$ cat config.mk
export PLATFORM = sky130hd
export DESIGN_NAME = bb_alias_bridge
export DESIGN_NICKNAME = d
export VERILOG_FILES = /design/src/rtl/bb_pkg.sv /design/src/rtl/bb_alias_decode.sv /design/src/rtl/bb_rmw_engine.sv /design/src/rtl/bb_alias_bridge.sv
export SDC_FILE = /design/constraint.sdc
export NUM_CORES = 1
export LEC_CHECK = 0
export BUFFER_PORTS_ARGS = -buffer_cell sky130_fd_sc_hd__buf_2
export CAP_MARGIN = 30
export CORE_MARGIN = 2
export CORE_UTILIZATION = 35
export DETAILED_ROUTE_END_ITERATION = 16
export GPL_ROUTABILITY_DRIVEN = 0
export PLACE_DENSITY = 0.69
export RECOVER_POWER = 50
export SETUP_SLACK_MARGIN = 0.4
export SYNTH_ARGS = -nofsm -noshare
export SYNTH_HDL_FRONTEND = slang
export SYNTH_SLANG_ARGS = --single-unit
$ cat constraint.sdc
create_clock -name clk -period 4.12 [get_ports clk]
set_clock_uncertainty 0.1 [all_clocks]
set_input_delay 0.206 -clock clk [delete_from_list [all_inputs] [get_ports clk]]
set_output_delay 0.206 -clock clk [all_outputs]
set_load 0.01 [all_outputs]
$ cat src/rtl/bb_pkg.sv
// Package: shared encodings for the bit-band alias bridge.
// Assumes a 2-bit size code on both the upstream and downstream ports.
package bb_pkg;

    localparam logic [1:0] SZ_BYTE = 2'd0;
    localparam logic [1:0] SZ_HALF = 2'd1;
    localparam logic [1:0] SZ_WORD = 2'd2;

    typedef enum logic [1:0] {
        ST_IDLE  = 2'd0,
        ST_FETCH = 2'd1,
        ST_STORE = 2'd2,
        ST_REPLY = 2'd3
    } rmw_state_e;

endpackage

$ cat src/rtl/bb_alias_decode.sv
// Module: bb_alias_decode
// Combinational window match and translation from an alias address to a
// target address plus bit index. Assumes every alias window is aligned to
// 2**WIN_BITS bytes. When several windows match, the lowest index wins.
module bb_alias_decode
    import bb_pkg::*;
#(
    parameter int NUM_WIN  = 2,
    parameter int ADDR_W   = 32,
    parameter int WIN_BITS = 25,
    parameter int BIDX_W   = 5,
    parameter logic [NUM_WIN-1:0][ADDR_W-1:0] ALIAS_BASE = {32'h4200_0000, 32'h2200_0000},
    parameter logic [NUM_WIN-1:0][ADDR_W-1:0] TGT_BASE   = {32'h4000_0000, 32'h2000_0000}
) (
    input  logic [ADDR_W-1:0] addr,
    input  logic [1:0]        size,
    output logic              hit,
    output logic [ADDR_W-1:0] tgt_addr,
    output logic [BIDX_W-1:0] bit_idx
);

    // One alias word per target bit: 4 bytes per bit, 8 bits per byte.
    localparam int SPAN_LG = 5;
    localparam logic [BIDX_W-1:0] MASK_BYTE = BIDX_W'(7);
    localparam logic [BIDX_W-1:0] MASK_HALF = BIDX_W'(15);
    localparam logic [BIDX_W-1:0] MASK_WORD = '1;

    logic [NUM_WIN-1:0]             win_hit;
    logic [NUM_WIN-1:0][ADDR_W-1:0] win_addr;
    logic [ADDR_W-1:0]              raw_addr;

    // Per-window compare and byte-address translation.
    for (genvar k = 0; k < NUM_WIN; k++) begin : g_win
        assign win_hit[k]  = (addr[ADDR_W-1:WIN_BITS] == ALIAS_BASE[k][ADDR_W-1:WIN_BITS]);
        assign win_addr[k] = TGT_BASE[k] |
            ({{(ADDR_W-WIN_BITS){1'b0}}, addr[WIN_BITS-1:0]} >> SPAN_LG);
    end

    // Priority pick: scan downward so the lowest matching index is kept.
    always_comb begin
        hit      = 1'b0;
        raw_addr = '0;
        for (int k = NUM_WIN - 1; k >= 0; k--) begin
            if (win_hit[k]) begin
                hit      = 1'b1;
                raw_addr = win_addr[k];
            end
        end
    end

    // Size-dependent alignment of the target and masking of the bit index.
    always_comb begin
        tgt_addr = raw_addr;
        bit_idx  = addr[2 +: BIDX_W];
        case (size)
            SZ_BYTE: bit_idx = bit_idx & MASK_BYTE;
            SZ_HALF: begin
                tgt_addr[0] = 1'b0;
                bit_idx     = bit_idx & MASK_HALF;
            end
            default: begin
                tgt_addr[1:0] = 2'b00;
                bit_idx       = bit_idx & MASK_WORD;
            end
        endcase
    end

endmodule

$ cat src/rtl/bb_rmw_engine.sv
// Module: bb_rmw_engine
// Sequencer that captures one upstream request, runs a single downstream
// read (alias read) or a locked read then write-back (alias write), and
// pulses the upstream ready. Assumes the upstream master holds its request
// until ready and drops it in the cycle after.
module bb_rmw_engine
    import bb_pkg::*;
#(
    parameter int ADDR_W = 32,
    parameter int DATA_W = 32,
    parameter int BIDX_W = 5
) (
    input  logic              clk,
    input  logic              rst_n,
    input  logic              up_valid,
    input  logic              up_write,
    input  logic [1:0]        up_size,
    input  logic              up_wbit,
    input  logic              dec_hit,
    input  logic [ADDR_W-1:0] dec_addr,
    input  logic [BIDX_W-1:0] dec_bidx,
    output logic              up_ready,
    output logic [DATA_W-1:0] up_rdata,
    output logic              dn_valid,
    output logic              dn_write,
    output logic              dn_lock,
    output logic [1:0]        dn_size,
    output logic [ADDR_W-1:0] dn_addr,
    output logic [DATA_W-1:0] dn_wdata,
    input  logic [DATA_W-1:0] dn_rdata,
    input  logic              dn_ready
);

    rmw_state_e        state;
    logic              q_write;
    logic [1:0]        q_size;
    logic              q_wbit;
    logic [ADDR_W-1:0] q_addr;
    logic [BIDX_W-1:0] q_bidx;
    logic              q_bit;
    logic [DATA_W-1:0] q_wdata;
    logic [DATA_W-1:0] bit_mask;
    logic [DATA_W-1:0] merged;

    // Selected-bit mask and the updated word for the write-back.
    always_comb begin
        bit_mask = DATA_W'(1) << q_bidx;
        merged   = q_wbit ? (dn_rdata | bit_mask) : (dn_rdata & ~bit_mask);
    end

    // Sequencer state: capture, fetch, optional store, reply.
    always_ff @(posedge clk) begin
        if (!rst_n) begin
            state <= ST_IDLE;
        end else begin
            case (state)
                ST_IDLE:  if (up_valid) state <= dec_hit ? ST_FETCH : ST_REPLY;
                ST_FETCH: if (dn_ready) state <= q_write ? ST_STORE : ST_REPLY;
                ST_STORE: if (dn_ready) state <= ST_REPLY;
                default:  state <= ST_IDLE;
            endcase
        end
    end

    // Request capture and data path registers.
    always_ff @(posedge clk) begin
        if (!rst_n) begin
            q_write <= 1'b0;
            q_size  <= SZ_BYTE;
            q_wbit  <= 1'b0;
            q_addr  <= '0;
            q_bidx  <= '0;
            q_bit   <= 1'b0;
            q_wdata <= '0;
        end else if (state == ST_IDLE && up_valid) begin
            q_write <= up_write;
            q_size  <= up_size;
            q_wbit  <= up_wbit;
            q_addr  <= dec_addr;
            q_bidx  <= dec_bidx;
            q_bit   <= 1'b0;
        end else if (state == ST_FETCH && dn_ready) begin
            if (q_write) q_wdata <= merged;
            else         q_bit   <= dn_rdata[q_bidx];
        end
    end

    // Port drive decoded from the state.
    always_comb begin
        dn_valid = (state == ST_FETCH) || (state == ST_STORE);
        dn_write = (state == ST_STORE);
        dn_lock  = (state == ST_STORE) || (state == ST_FETCH && q_write);
        dn_size  = q_size;
        dn_addr  = q_addr;
        dn_wdata = q_wdata;
        up_ready = (state == ST_REPLY);
        up_rdata = {{(DATA_W-1){1'b0}}, q_bit};
    end

    // the ready pulse lasts exactly one cycle.
    assert_ready_pulse_R7: assert property (@(posedge clk) disable iff (!rst_n)
        up_ready |=> !up_ready);

    // a stalled downstream request keeps its fields.
    assert_dn_hold_R8: assert property (@(posedge clk) disable iff (!rst_n)
        (dn_valid && !dn_ready) |=> (dn_valid && $stable(dn_addr) &&
                                     $stable(dn_write) && $stable(dn_size)));

    // a write-back starts only right after a locked, completed read.
    assert_store_after_locked_fetch_R6: assert property (@(posedge clk) disable iff (!rst_n)
        (dn_valid && dn_write && !$past(dn_valid && dn_write)) |->
            $past(dn_valid && !dn_write && dn_lock && dn_ready));

    // read data carries at most bit 0.
    assert_read_one_bit_R4: assert property (@(posedge clk) disable iff (!rst_n)
        up_ready |-> (up_rdata[DATA_W-1:1] == '0));

    // word-sized downstream transfers are word aligned.
    assert_word_align_R2: assert property (@(posedge clk) disable iff (!rst_n)
        (dn_valid && dn_size[1]) |-> (dn_addr[1:0] == 2'b00));

    // the cycle after reset is idle on both ports.
    assert_idle_after_reset_R10: assert property (@(posedge clk) disable iff (!rst_n)
        !$past(rst_n) |-> (!dn_valid && !up_ready));

endmodule

$ cat src/rtl/bb_alias_bridge.sv
// Module: bb_alias_bridge (top)
// Bit-band alias bridge. The window decoder feeds the read-modify-write
// sequencer. Assumes aligned alias windows and a downstream port that
// returns right-justified little-endian data for the requested size.
module bb_alias_bridge #(
    parameter int NUM_WIN  = 2,
    parameter int ADDR_W   = 32,
    parameter int DATA_W   = 32,
    parameter int WIN_BITS = 25,
    parameter logic [NUM_WIN-1:0][ADDR_W-1:0] ALIAS_BASE = {32'h4200_0000, 32'h2200_0000},
    parameter logic [NUM_WIN-1:0][ADDR_W-1:0] TGT_BASE   = {32'h4000_0000, 32'h2000_0000}
) (
    input  logic              clk,
    input  logic              rst_n,
    input  logic              up_valid,
    input  logic              up_write,
    input  logic [1:0]        up_size,
    input  logic [ADDR_W-1:0] up_addr,
    input  logic [DATA_W-1:0] up_wdata,
    output logic              up_ready,
    output logic [DATA_W-1:0] up_rdata,
    output logic              dn_valid,
    output logic              dn_write,
    output logic              dn_lock,
    output logic [1:0]        dn_size,
    output logic [ADDR_W-1:0] dn_addr,
    output logic [DATA_W-1:0] dn_wdata,
    input  logic [DATA_W-1:0] dn_rdata,
    input  logic              dn_ready
);

    localparam int BIDX_W = $clog2(DATA_W);

    logic              dec_hit;
    logic [ADDR_W-1:0] dec_addr;
    logic [BIDX_W-1:0] dec_bidx;
    logic              wdata_unused;

    // Only bit 0 of the write data selects set or clear.
    assign wdata_unused = ^up_wdata[DATA_W-1:1];

    bb_alias_decode #(
        .NUM_WIN    (NUM_WIN),
        .ADDR_W     (ADDR_W),
        .WIN_BITS   (WIN_BITS),
        .BIDX_W     (BIDX_W),
        .ALIAS_BASE (ALIAS_BASE),
        .TGT_BASE   (TGT_BASE)
    ) u_decode (
        .addr     (up_addr),
        .size     (up_size),
        .hit      (dec_hit),
        .tgt_addr (dec_addr),
        .bit_idx  (dec_bidx)
    );

    bb_rmw_engine #(
        .ADDR_W (ADDR_W),
        .DATA_W (DATA_W),
        .BIDX_W (BIDX_W)
    ) u_engine (
        .clk      (clk),
        .rst_n    (rst_n),
        .up_valid (up_valid),
        .up_write (up_write),
        .up_size  (up_size),
        .up_wbit  (up_wdata[0]),
        .dec_hit  (dec_hit),
        .dec_addr (dec_addr),
        .dec_bidx (dec_bidx),
        .up_ready (up_ready),
        .up_rdata (up_rdata),
        .dn_valid (dn_valid),
        .dn_write (dn_write),
        .dn_lock  (dn_lock),
        .dn_size  (dn_size),
        .dn_addr  (dn_addr),
        .dn_wdata (dn_wdata),
        .dn_rdata (dn_rdata),
        .dn_ready (dn_ready)
    );

endmodule

**Yosys cells after proc, flatten, opt, wreduce, memory -nomap -nowiden**

Index checks and enable logic that the tools add are counted.

- Multiplexer cells: 16
- Equality and inequality tests: 9
- Bitwise gates (word level): 6
- Reduce and logical (&&, ||, !) cells: 12
- Shift-type cells: 1
- Order comparisons: 1

Operators with widths:

| operator | count |
|---|---|
| 2-to-1 mux 32 bit | 2 |
| bitwise AND 32 bit | 1 |
| inverter 32 bit | 1 |
| bitwise OR 32 bit | 1 |
| << shifter 1 x 5 -> 32 bit (first input constant) | 1 |
| 2-to-1 mux 31 bit | 1 |
| case mux 5 bit (2 select lines) | 1 |
| 2-to-1 mux 2 bit | 4 |
| == test 7 x 5 -> 1 bit (second input constant) | 1 |
| == test 7 x 6 -> 1 bit (second input constant) | 1 |
| < comparator 5 x 6 -> 1 bit (second input constant) | 1 |
| 2-to-1 mux 1 bit | 6 |
| case mux 2 bit (3 select lines) | 1 |
| AND reduction 3 bit | 2 |
| binary-select mux 1 bit (select 5 bit) | 1 |
| == test 2 x 1 -> 1 bit (second input constant) | 2 |
| == test 2 bit (second input constant) | 2 |
| logical NOT 2 bit | 2 |
| inequality test 2 bit (second input constant) | 2 |
| OR reduction 2 bit | 2 |
| logical AND 1 bit | 3 |
| inverter 1 bit | 3 |
| logical OR 1 bit | 2 |
| inequality test 2 x 1 -> 1 bit (second input constant) | 1 |
| AND reduction 2 bit | 1 |

- Bits in registers: 76
- Output and inout port bits: 102
- Logic and storage cells: 53

**Depth between registers and ports, before layout**

Gate-level depths: netlist (run 1).

- Depth after elaboration: 6
- Gate-level depth with buffers: 8
- Mapped depth without buffers: 6

**Cells and area by module**

A second synthesis (run 1) with hierarchy kept.

- Cells, all modules: 513
- Area, all modules: 4367.9 um^2

By module, submodules not included:

| module | cells an instance | instances | area each (um^2) |
|---|---|---|---|
| bb_rmw_engine | 460 | 1 | 3849.9 |
| bb_alias_decode | 53 | 1 | 518.0 |

**Least setup slack after synthesis (run 1)**

Ideal clock, no wire load.

- Path type: register to register
- Start point: register u_engine.state[0]
- End point: register u_engine.q_addr[1], in the netlist u_engine.dn_addr[1]
- Path slack: 2244 ps
- Cell stages (with the launch flop): 9
- Buffers on the path: 2
- Data arrival time: 1658 ps
- Required time: 3903 ps
- Cell sequence: dfxtp_1 -> inv_1 -> ha_1 -> and3_1 -> buf_6 -> and3b_1 -> and2_4 -> buf_6 -> a32o_1

- Word-level cells in the longest chain between the ends: 2

RTL lines:

| item | RTL line | text |
|---|---|---|
| start: declaration | bb_rmw_engine.sv:34 | `rmw_state_e state;` |
| start signal: assignment | bb_rmw_engine.sv:57 | `ST_IDLE: if (up_valid) state <= dec_hit ? ST_FETCH : ST_REPLY;` |
| start signal: assignment | bb_rmw_engine.sv:58 | `ST_FETCH: if (dn_ready) state <= q_write ? ST_STORE : ST_REPLY;` |
| logical NOT 2 bit | bb_rmw_engine.sv:75 | `end else if (state == ST_IDLE && up_valid) begin` |
| logical AND 1 bit | bb_rmw_engine.sv:75 |  |
| end signal: assignment | bb_rmw_engine.sv:79 | `q_addr <= dec_addr;` |
| end: declaration | bb_rmw_engine.sv:38 | `logic [ADDR_W-1:0] q_addr;` |

No other way between the ends.
A chain may end at the register's enable or synchronous reset.

**Final worst setup path (run 1)**

- Start point: register u_engine.state[0]
- End point: register u_engine.q_bit

- Word-level cells in the longest chain between the ends: 3
- Elaborated cells on any way between the ends: 6

RTL lines:

| item | RTL line | text |
|---|---|---|
| == test 2 x 1 -> 1 bit / logical NOT 2 bit (equally long branches) | bb_rmw_engine.sv:82, bb_rmw_engine.sv:75 |  |
| logical AND 1 bit (on tied branches) | bb_rmw_engine.sv:82, bb_rmw_engine.sv:75 |  |
| AND reduction 2 bit (no source line) / OR reduction 2 bit (equally long branches) | - |  |
| end signal: assignment | bb_rmw_engine.sv:84 | `else q_bit <= dn_rdata[q_bidx];` |
| end: declaration | bb_rmw_engine.sv:40 | `logic q_bit;` |

Several ways; a longest one is shown, not always the timed one.

==> run metrics, run 1 <==
Fin. Hold Viols=0; top cell type's share of synthesized area=0.372; routed wire length=9330 microns; met2 routed WL=approximately 4600 microns; DR WL met3=between 600 and 700 microns; Die Ht=105 microns; unrepaired setup endpoints after global routing=false; outcome=finished clean; core area=approximately 9800 sq um; relative slew slack=0.0611; leading area contributor after synthesis=dfxtp_1; final core utilization=0.459; Pleak=1.90 nW; first-pass GRT wire length=15100 microns; Net Sw Power=roughly 600 uW; final worst slack=roughly 1.3 ns; Critical Path RT=4.29 ns; Initial DRC Count=93; Layout area overhead=26.9%; setup TNS=0 ns; Layout Nets=624; sequential fraction of the synthesis area=0.372; met1 WL=4000 microns; grt ovf=0; layout cells sized above 1=0.195; Flop pwr share=0.411; post-route minimum period=between 2 and 3 ns; Area contributors post-synth=dfxtp_1 37%, mux2i_1 12%, buf_4 9.5%; Critical Path AT=2.94 ns; worst hold path type=primary input to register; Async SR Flop Fraction=0; Initial Util=0.362; syn_area_per_cell=roughly 9.4 sq um; Setup CP Type=register to register; HPWL Detailed=6630 microns; maximum vdd drop=0.280 mV; pre-CTS setup slack=1.94 ns; DR WL/cell=14.2 microns; Syn Inst Count=377; fillers=989; Pwr per Cell Area=a little under 400 nW/um^2; Max clock buf depth=2; TritonCTS clock tree=built; Post-DP Area=4110 sq um; die width=105 microns; Most used DFF post-synth=dfxtp_1; Comb power frac=0.263; count leader, synth=dfxtp_1; max layer used=met4; Worst setup SP type=register; residual DRC count=0; count of different cell masters after synthesis=44; fin crit share=0.673; cell internal pwr=1.16 mW; H-tree levels=3; number of max-cap violations=0; die area=11000 sq um; Mapped Area=3550 sq um; # port buffers=130; initial antenna violation count=0; Fmax=0.361 GHz; IO Count=205; Routed Antenna Nets=0; All-Layer GR Usage=0.172; drt pass-1 iters=4; number of synthesized flops with an enable pin=0; clock power share=0.326; CP endpoint kind=register; Slew @ Worst Pin=1.41 ns; post-synthesis register bit count=66; CTS Buf Count=9; YS warnings=0; n_diodes=0; root buffer cell=clkbuf_8; Finished Cell Area=4510 sq um; pin count of the biggest net entering global routing=65; crit-path max FO=32; Commonest cells post-synth=66 x dfxtp_1, 45 x buf_4, 43 x nor2_1; Final setup violation count=0; via count=3178; worst-skew pair later-pin latency=about 0.34 ns; Net Sw Frac=0.341; post-CTS setup buffers=0; Rows=36; Clk pin slew, worst setup/hold paths=0.08 ns; Sink Count=66; vias in the first global route=3122; drt via density=4.85; Slew Viols, Final=0
final cells by class:
| cell class | count | area, sq um | share of cell area |
|---|---|---|---|
| Clock buffer | 9 | 124 | 0.0275 |
| Clock inverter | 7 | 81.3 | 0.0180 |
| Inverter | 7 | 26.3 | 0.00583 |
| Multi-Input combinational cell | 273 | 1890 | 0.419 |
| Sequential cell | 66 | 1320 | 0.293 |
| Tap cell | 133 | 166 | 0.0369 |
| Timing Repair Buffer | 160 | 900 | 0.199 |
power groups by stage:
stage / Combinational [mW] / Clock [mW] / Sequential, mW
floorplan: 0.365 / 0 / 0.721
global placement: 0.422 / 0 / 0.750
detailed placement: 0.435 / 0 / 0.753
CTS: 0.456 / 0.594 / 0.739
global route: 0.520 / 0.622 / 0.735
finish: 0.465 / 0.575 / 0.726
cell usage in the layout (no fill, tap or decap), types with 5 or more instances in the layout:
master | Yosys | routed
a211oi_1 | 32 | 32
a22o_1 | 25 | 25
conb_1 | 1 | 41
nand3_1 | 5 | 5
clkbuf_1 | 16 | 61
buf_2 | 6 | 70
nor2_1 | 43 | 43
a32o_1 | 5 | 5
dlygate4sd3_1 | 0 | 25
clkbuf_8 | 0 | 9
inv_1 | 6 | 6
mux2i_1 | 41 | 41
and3b_1 | 5 | 5
nand2_1 | 25 | 25
dfxtp_1 | 66 | 66
registers in the layout (all words and copies together) (netlist names):
signal             flops
u_engine.q_write       1
u_engine.dn_addr      22
u_engine.q_wbit        1
u_engine.q_bidx        5
u_engine.dn_wdata     32
u_engine.q_bit         1
u_engine.state         2
u_engine.dn_size       2
cells by family (layout without fill, tap and decap cells):
family / after synthesis / after routing / synth area share
AND/OR/NAND/NOR: 104 / 104 / 0.147
other: 1 / 41 / 0.00105
AO/OA/AOI/OAI: 76 / 76 / 0.172
flip-flops: 66 / 66 / 0.372
buffers and inverters: 78 / 183 / 0.140
XOR/XNOR: 1 / 1 / 0.00246
adder cells (fa/ha/maj): 4 / 4 / 0.0141
multiplexers: 47 / 47 / 0.151
timing repair:
action | in CTS | in global routing
hold buffers | 25 | 0
gates resized for setup | 0 | 0
hold endpoints to repair | 26 | 0
path summary, 6_finish.rpt:
| path | start | end | slack, ns | cells past startpoint |
|---|---|---|---|---|
| max reg2reg | u_engine.state[0]$_SDFFE_PN0P_ | u_engine.q_bit$_SDFFE_PP0P_ | 1.35 | 7 |
| min | up_addr[6] | u_engine.q_bidx[4]$_SDFFE_PN0P_ | 0.02 | 2 |
| max | u_engine.state[0]$_SDFFE_PN0P_ | u_engine.q_bit$_SDFFE_PP0P_ | 1.35 | 7 |
| min reg2reg | u_engine.dn_addr[1]$_SDFFE_PN0P_ | u_engine.dn_addr[1]$_SDFFE_PN0P_ | 0.38 | 1 |
layer usage:
metal  global-route usage  up-vias
met1                0.210     1483
met3               0.0449        8
li1                     -     1556
met2                0.298      131
met4               0.0457        0
met5                    0        -
worst max-delay path, cell delays in order (launching register included):
cell and delay (ns):
dfxtp_1 0.39, inv_1 0.09, ha_1 0.30, a21boi_0 0.21
clkbuf_1 1.05, o31ai_1 0.20, a21o_1 0.23, a211oi_2 0.12
per-stage QoR:
step | hold slack, ns | std cells | power [mW]
finish | 0.0234 | 655 | 1.77
floorplan | 0.232 | 417 | 1.09
global route | 0.0139 | 655 | 1.88
CTS | 0.00381 | 654 | 1.79
global placement | 0.314 | 612 | 1.17
detailed placement | 0.320 | 613 | 1.19
No activity file was read; power rests on OpenSTA's default activity.
==> run 2: changes to the inputs <==
Settings changed: PLACE_DENSITY 0.69 to 0.72.
Clock period 4.12 ns to 2.33 ns, I/O delays scaled along.
==> run 2 against run 1 <==
Cell count rose by 2.1%. Critical path depth decreased by 2. Power increased by 81%. Critical endpoint is now u_engine.dn_addr[5]$_SDFFE_PN0P_. Highest routed layer unchanged.
==> run metrics, run 2 (synthesis gave the netlist of run 1 again) <==
outcome=finished clean (unchanged); Worst Setup SP=u_engine.state[0]$_SDFFE_PN0P_ (unchanged); Critical Path AT=2.17 ns (was 2.94 ns); Critical-path top delay cell=clkbuf_1 (unchanged); CTS Buf Count=9 (unchanged); die width=105 microns (unchanged); Levels on crit path=5 (was 7); setup TNS=0 ns (unchanged); worst hold path type=primary input to register (unchanged); first-pass GRT wire length=15700 microns (was 15100 microns); Sink Count=66 (unchanged); vias in the first global route=3206 (was 3122); Fin. Hold Viols=0 (unchanged); IO Count=205 (unchanged); final core utilization=0.473 (was 0.459); drt pass-1 iters=4 (unchanged); post-CTS setup buffers=0 (unchanged); worst r2r src=u_engine.state[0]$_SDFFE_PN0P_ (unchanged); Fmax=0.508 GHz (was 0.361 GHz); Initial DRC Count=100 (was 93); CP delay by family, top=compound AO/OA/AOI/OAI gates (was buffers and inverters); Max clock buf depth=2 (unchanged); Clk pin slew, worst setup/hold paths=0.08 ns (about the same); Setup CP Type=register to register (unchanged); TritonCTS clock tree=built (unchanged); worst-skew pair later-pin latency=0.36 ns (was 0.34 ns); layout cells sized above 1=0.218 (was 0.195); placed instance count=621 (was 613); n_diodes=0 (unchanged); die area=11000 sq um (unchanged); Largest register FFs=32 (unchanged); commonest non-fill, non-tap cell in the layout=buf_2 (unchanged); Slew Viols, Final=0 (unchanged); largest stage delay on the critical path=0.46 ns (was 1.05 ns); Layout area overhead=30.6% (was 26.9%); core area=9820 sq um (unchanged); Initial Util=0.362 (unchanged); All-Layer GR Usage=0.180 (was 0.172); worst r2r path cells=5 (was 7); Final setup violation count=0 (unchanged); Worst setup SP type=register (unchanged); # port buffers=130 (unchanged); Critical Path RT=2.53 ns (was 4.29 ns); commonest non-fill, non-tap cells in the layout=71 x buf_2, 66 x dfxtp_1, 60 x clkbuf_1 (was 70 x buf_2, 66 x dfxtp_1, 61 x clkbuf_1); drt via density=4.88 (was 4.85); via count=3268 (was 3178); routed wire length=10300 microns (was 9330 microns); residual DRC count=0 (unchanged); initial antenna violation count=0 (unchanged); maximum vdd drop=0.426 mV (was 0.280 mV); Slew @ Worst Pin=0.516 ns (was 1.41 ns); Pwr per Cell Area=688 nW/um^2 (was 392 nW/um^2); unrepaired setup endpoints after global routing=false (unchanged); hold depth=3 (was 2); Rows=36 (unchanged); min-delay src=dn_rdata[29] (was up_addr[6]); CP cell instances=inv_1 > ha_2 > a21boi_0 > clkbuf_1 > a22o_1 (was inv_1 > ha_1 > a21boi_0 > clkbuf_1 > o31ai_1 > a21o_1 > a211oi_2); Routed Antenna Nets=0 (unchanged); pin count of the biggest net entering global routing=65 (unchanged); root buffer cell=clkbuf_8 (unchanged); CP endpoint kind=register (unchanged); Die Ht=105 microns (unchanged); H-tree levels=3 (unchanged); Layout Nets=638 (was 624); relative slew slack=0.656 (was 0.0611); Pwr Total=3.19 mW (was 1.77 mW); HPWL Detailed=6970 microns (was 6630 microns); final instance count without filler cells=669 (was 655); grt ovf=0 (unchanged); DR WL/cell=15.3 microns (was 14.2 microns); Pleak=1.97 nW (was 1.90 nW); Buf/Inv on CP=2 (unchanged); number of max-cap violations=0 (unchanged); crit-path max FO=12 (was 32); post-route minimum period=1.97 ns (was 2.77 ns); fin crit share=0.846 (was 0.673)
-- run 2: cell count changes in the layout (fill, tap and decap cells not counted), moves of 2 or more --
cell	before	now
buf_16	2	0
nor2b_2	0	2
dlygate4sd3_1	25	31
nor3b_1	3	1
nor2b_1	4	2
nor3b_2	0	2
buf_4	2	10
ha_2	0	2
ha_1	4	2
-- run 2: area by class of cell --
| cell class | instances | area (sq um) |
|---|---|---|
| Timing Repair Buffer | 174 | 1010 |
| Sequential cell | 66 | 1320 |
| Tap cell | 133 | 166 |
| Multi-Input combinational cell | 273 | 1910 |
| Clock inverter | 7 | 81.3 |
| Fill cell | 991 | 5180 |
| Clock buffer | 9 | 124 |
| Inverter | 7 | 26.3 |
-- run 2: worst paths after layout --
| check | slack (ns) | end |
|---|---|---|
| setup / recovery | 0.36 | u_engine.dn_addr[5]$_SDFFE_PN0P_ |
| hold / removal | 0.02 | u_engine.dn_wdata[29]$_SDFFE_PN0P_ |
| setup reg to reg | 0.36 | u_engine.dn_addr[5]$_SDFFE_PN0P_ |
| hold reg to reg | 0.38 | u_engine.dn_addr[1]$_SDFFE_PN0P_ |
-- run 2: per-layer routing --
metal,track usage,share of wire
met3,0.0487,0.068
met4,0.0667,0.017
met5,0,0
met2,0.310,0.49
met1,0.215,0.43
-- run 2: through the flow --
step / setup slack [ns] / cell area, sq um / hold WS [ns]
2_1_floorplan: 0.454 / 3700 / 0.142
3_3_place_gp: 0.509 / 4160 / 0.225
3_5_place_dp: 0.448 / 4160 / 0.229
4_1_cts: 0.432 / 4680 / 0.00474
5_1_grt: 0.250 / 4640 / 0.0203
6_report: 0.360 / 4640 / 0.0192
-- run 2: what timing repair did --
| item | in CTS | in global routing |
|---|---|---|
| gates resized for setup | 0 | 6 |
| endpoints found under the setup margin | 0 | 34 |
| hold endpoints to repair | 33 | 0 |
| hold buffers | 31 | 0 |
-- run 2: worst min-delay path: stages --
cell and delay, ns:
buf_2 0.10, mux2i_1 0.12, a211oi_1 0.09
-- run 2: power breakdown --
group | switching (mW) | internal [mW] | leakage [nW] | total (mW)
logic | 0.509 | 0.389 | 1.34 | 0.898
clock network | 0.521 | 0.511 | 0.101 | 1.03
registers | 0.0716 | 1.19 | 0.533 | 1.26
total | 1.10 | 2.09 | 1.97 | 3.19
==> run 3: changes to the inputs <==
Settings changed: ABC_AREA set to 1.
Clock period 2.33 ns to 1.7 ns, I/O delays scaled along.
==> run 3 against run 2 <==
Maximum frequency grew 21%. Global-route usage grew 3.3 points. Synthesized cell count grew 34%. First-iteration DRC count grew 86%. Critical path depth grew 4. Hold slack lost 0.013 ns. Die area grew 0.45%. Final area grew 16%. Routed wire length grew 17%. Largest power group is now combinational logic. Largest cell class unchanged. Clock-buffer cell count grew 2.
==> run metrics, run 3 <==
Worst setup SP type=register (unchanged); Layout area overhead=50.7% (was 30.6%); pre-CTS setup slack=-0.0819 ns (was 0.448 ns); worst r2r src=u_engine.state[1]$_SDFFE_PN0P_ (was u_engine.state[0]$_SDFFE_PN0P_); All-Layer GR Usage=0.214 (was 0.180); worst r2r path cells=9 (was 5); Net Sw Power=1.80 mW (was 1.10 mW); Clk pin slew, worst setup/hold paths=0.07 ns (was 0.08 ns); worst hold path type=primary input to register (unchanged); crit-path max FO=7 (was 12); count leader, synth=nand2_1 (was dfxtp_1); Mapped Area=3570 sq um (was 3550 sq um); commonest non-fill, non-tap cells in the layout=133 x nand2_1, 70 x buf_2, 61 x dfxtp_1 (was 71 x buf_2, 66 x dfxtp_1, 60 x clkbuf_1); commonest non-fill, non-tap cell in the layout=nand2_1 (was buf_2); Max clock buf depth=2 (unchanged); CP delay by family, top=flip-flops (was compound AO/OA/AOI/OAI gates); layout cells sized above 1=0.295 (was 0.218); Sink Count=66 (unchanged); post-route minimum period=1.62 ns (was 1.97 ns); met2 usage=0.393 (was 0.310); drt via density=4.90 (was 4.88); via count=4104 (was 3268); Critical-path top delay cell=dfxtp_4 (was clkbuf_1); n_diodes=0 (unchanged); CP endpoint kind=register (unchanged); Hold Path End=u_engine.dn_wdata[3]$_SDFFE_PN0P_ (was u_engine.dn_wdata[29]$_SDFFE_PN0P_); count of different cell masters after synthesis=30 (was 44); Commonest cells post-synth=144 x nand2_1, 66 x dfxtp_1, 48 x a21oi_1 (was 66 x dfxtp_1, 45 x buf_4, 43 x nor2_1); Initial Util=0.364 (was 0.362); final worst slack=0.0775 ns (was 0.360 ns); Slew Viols, Final=0 (unchanged); vias in the first global route=4101 (was 3206); drt pass-1 iters=5 (was 4); residual DRC count=0 (unchanged); GRT met3 Usage=0.0493 (was 0.0487); fillers=957 (was 991); Buf/Inv on CP=3 (was 2); min-delay src=dn_rdata[3] (was dn_rdata[29]); # port buffers=130 (unchanged); Most used DFF post-synth=dfxtp_1 (unchanged); Largest register FFs=32 (unchanged); Pwr Total=5.09 mW (was 3.19 mW); Reg2Reg Setup Slack=0.08 ns (was 0.36 ns); GR Util met1=0.228 (was 0.215); layer with the highest usage=met2 (unchanged); number of max-cap violations=0 (unchanged); Layout Nets=808 (was 638); IO Count=205 (unchanged); Die Ht=105 microns (about the same); Syn Inst Count=504 (was 377); Fin. Hold Viols=0 (unchanged); pin count of the biggest net entering global routing=35 (was 65); core area=9820 sq um (unchanged); Pleak=2.28 nW (was 1.97 nW); grt ovf=0 (unchanged); unrepaired setup endpoints after global routing=true (was false); first-pass GRT wire length=18900 microns (was 15700 microns); fin crit share=0.954 (was 0.846); Area contributors post-synth=dfxtp_1 37%, nand2_1 15%, buf_4 9.5% (was dfxtp_1 37%, mux2i_1 12%, buf_4 9.5%); outcome=finished clean (unchanged); Setup CP Type=register to register (unchanged); routed wire length=12000 microns (was 10300 microns); H-tree levels=3 (unchanged); Routed Antenna Nets=0 (unchanged); post-synthesis register bit count=66 (unchanged); Critical Path AT=1.80 ns (was 2.17 ns); CP cell instances=inv_4 > ha_4 > nand2_2 > nor3_4 > buf_4 > inv_4 > a21oi_1 > o21ai_1 > a21oi_1 (was inv_1 > ha_2 > a21boi_0 > clkbuf_1 > a22o_1); clock power share=0.262 (was 0.323); DR WL/cell=14.3 microns (was 15.3 microns); die area=11000 sq um (about the same); Net Sw Frac=0.354 (was 0.345); worst reg2reg path endpoint=u_engine.dn_wdata[1]$_SDFFE_PN0P_ (was u_engine.dn_addr[5]$_SDFFE_PN0P_); Fmax=0.616 GHz (was 0.508 GHz); CTS Buf Count=9 (unchanged); Comb power frac=0.397 (was 0.281); Initial DRC Count=186 (was 100); Final setup violation count=0 (unchanged); TritonCTS clock tree=built (unchanged); number of synthesized flops with an enable pin=0 (unchanged); leading area contributor after synthesis=dfxtp_1 (unchanged); syn_area_per_cell=7.09 sq um (was 9.43 sq um); maximum vdd drop=0.644 mV (was 0.426 mV); Flop pwr share=0.341 (was 0.396); worst-skew pair later-pin latency=0.35 ns (was 0.36 ns); Critical Path RT=1.88 ns (was 2.53 ns); initial antenna violation count=0 (unchanged); Pwr per Cell Area=946 nW/um^2 (was 688 nW/um^2); cell internal pwr=3.29 mW (was 2.09 mW); die width=105 microns (about the same); Rows=36 (unchanged); hold depth=3 (unchanged); HPWL Detailed=7710 microns (was 6970 microns); root buffer cell=clkbuf_8 (unchanged); largest stage delay on the critical path=0.36 ns (was 0.46 ns); YS warnings=0 (unchanged); top cell type's share of synthesized area=0.370 (was 0.372); sequential fraction of the synthesis area=0.370 (was 0.372); Async SR Flop Fraction=0 (unchanged)
run 3: per-layer routing:
layer | part of all wire | vias up
met3 | 0.078 | 37
met2 | 0.52 | 208
met1 | 0.37 | 1879
met4 | 0.033 | 0
met5 | 0 | -
li1 | - | 1980
run 3: through the flow:
stage | setup TNS, ns | hold WS (ns) | std cells | utilization | cell area [sq um]
after global placement | -0.0103 | 0.188 | 763 | 0.438 | 4300
after detailed placement | -1.03 | 0.192 | 763 | 0.438 | 4300
after floorplan | 0 | 0.0977 | 544 | - | 3760
final | 0 | 0.00591 | 837 | 0.548 | 5380
after global routing | -0.0575 | 0.0284 | 837 | 0.548 | 5380
after CTS | 0 | 0.00828 | 834 | 0.533 | 5230
run 3: cell families (layout without fill, tap and decap cells):
logic type | count (synthesis) | after routing | synth area share
compound gates | 121 | 121 | 0.198
fa+ha+maj | 4 | 4 | 0.0140
buf+inv | 94 | 254 | 0.157
flops | 66 | 66 | 0.370
other cells | 1 | 41 | 0.00105
simple gates | 218 | 218 | 0.260
run 3: repair_timing:
item                       CTS  global route
cloned                       3             2
resized for setup           55            52
hold buffers                40             0
pin swaps                   14            17
setup buffers               14             1
setup endpoints to repair   70            70
hold endpoints to repair    42             0
run 3: worst register-to-register path, delay by kind of cell (launching register included):
kind	cells	cell delay, ns
simple gates	2	0.30
fa+ha+maj	1	0.14
buf+inv	3	0.30
flops	1	0.36
compound gates	3	0.36
run 3: worst max path at each step:
stage | from | to | slack, ns | cells past startpoint
4_1_cts | u_engine.state[0]$_SDFFE_PN0P_ | u_engine.dn_wdata[31]$_SDFFE_PN0P_ | 0.1 | 9
6_report | u_engine.state[1]$_SDFFE_PN0P_ | u_engine.dn_wdata[1]$_SDFFE_PN0P_ | 0.08 | 9
3_5_place_dp | u_engine.state[0]$_SDFFE_PN0P_ | u_engine.dn_wdata[31]$_SDFFE_PN0P_ | -0.08 | 9
3_3_place_gp | u_engine.state[0]$_SDFFE_PN0P_ | u_engine.dn_wdata[12]$_SDFFE_PN0P_ | -0.01 | 9
2_1_floorplan | u_engine.state[1]$_SDFFE_PN0P_ | u_engine.dn_wdata[10]$_SDFFE_PN0P_ | 0.09 | 10
5_1_grt | u_engine.state[1]$_SDFFE_PN0P_ | u_engine.dn_wdata[28]$_SDFFE_PN0P_ | -0.02 | 8
run 3: layout make-up:
class | count | area [sq um] | share of cell area
clock buffer | 11 | 151 | 0.0281
clock inverter | 3 | 40.0 | 0.00744
inverter | 26 | 145 | 0.0270
multi-input combinational | 384 | 2060 | 0.382
sequential | 66 | 1340 | 0.249
tap | 133 | 166 | 0.0309
timing repair buffer | 212 | 1470 | 0.272
timing repair inverter | 2 | 17.5 | 0.00325
run 3: power by group through the flow:
stage	combinational, mW	sequential, mW	clock (mW)
after CTS	1.74	1.72	1.35
after floorplan	0.915	1.72	0
after global placement	1.25	1.73	0
after detailed placement	1.28	1.73	0
after global routing	2.19	1.75	1.44
final	2.02	1.74	1.33
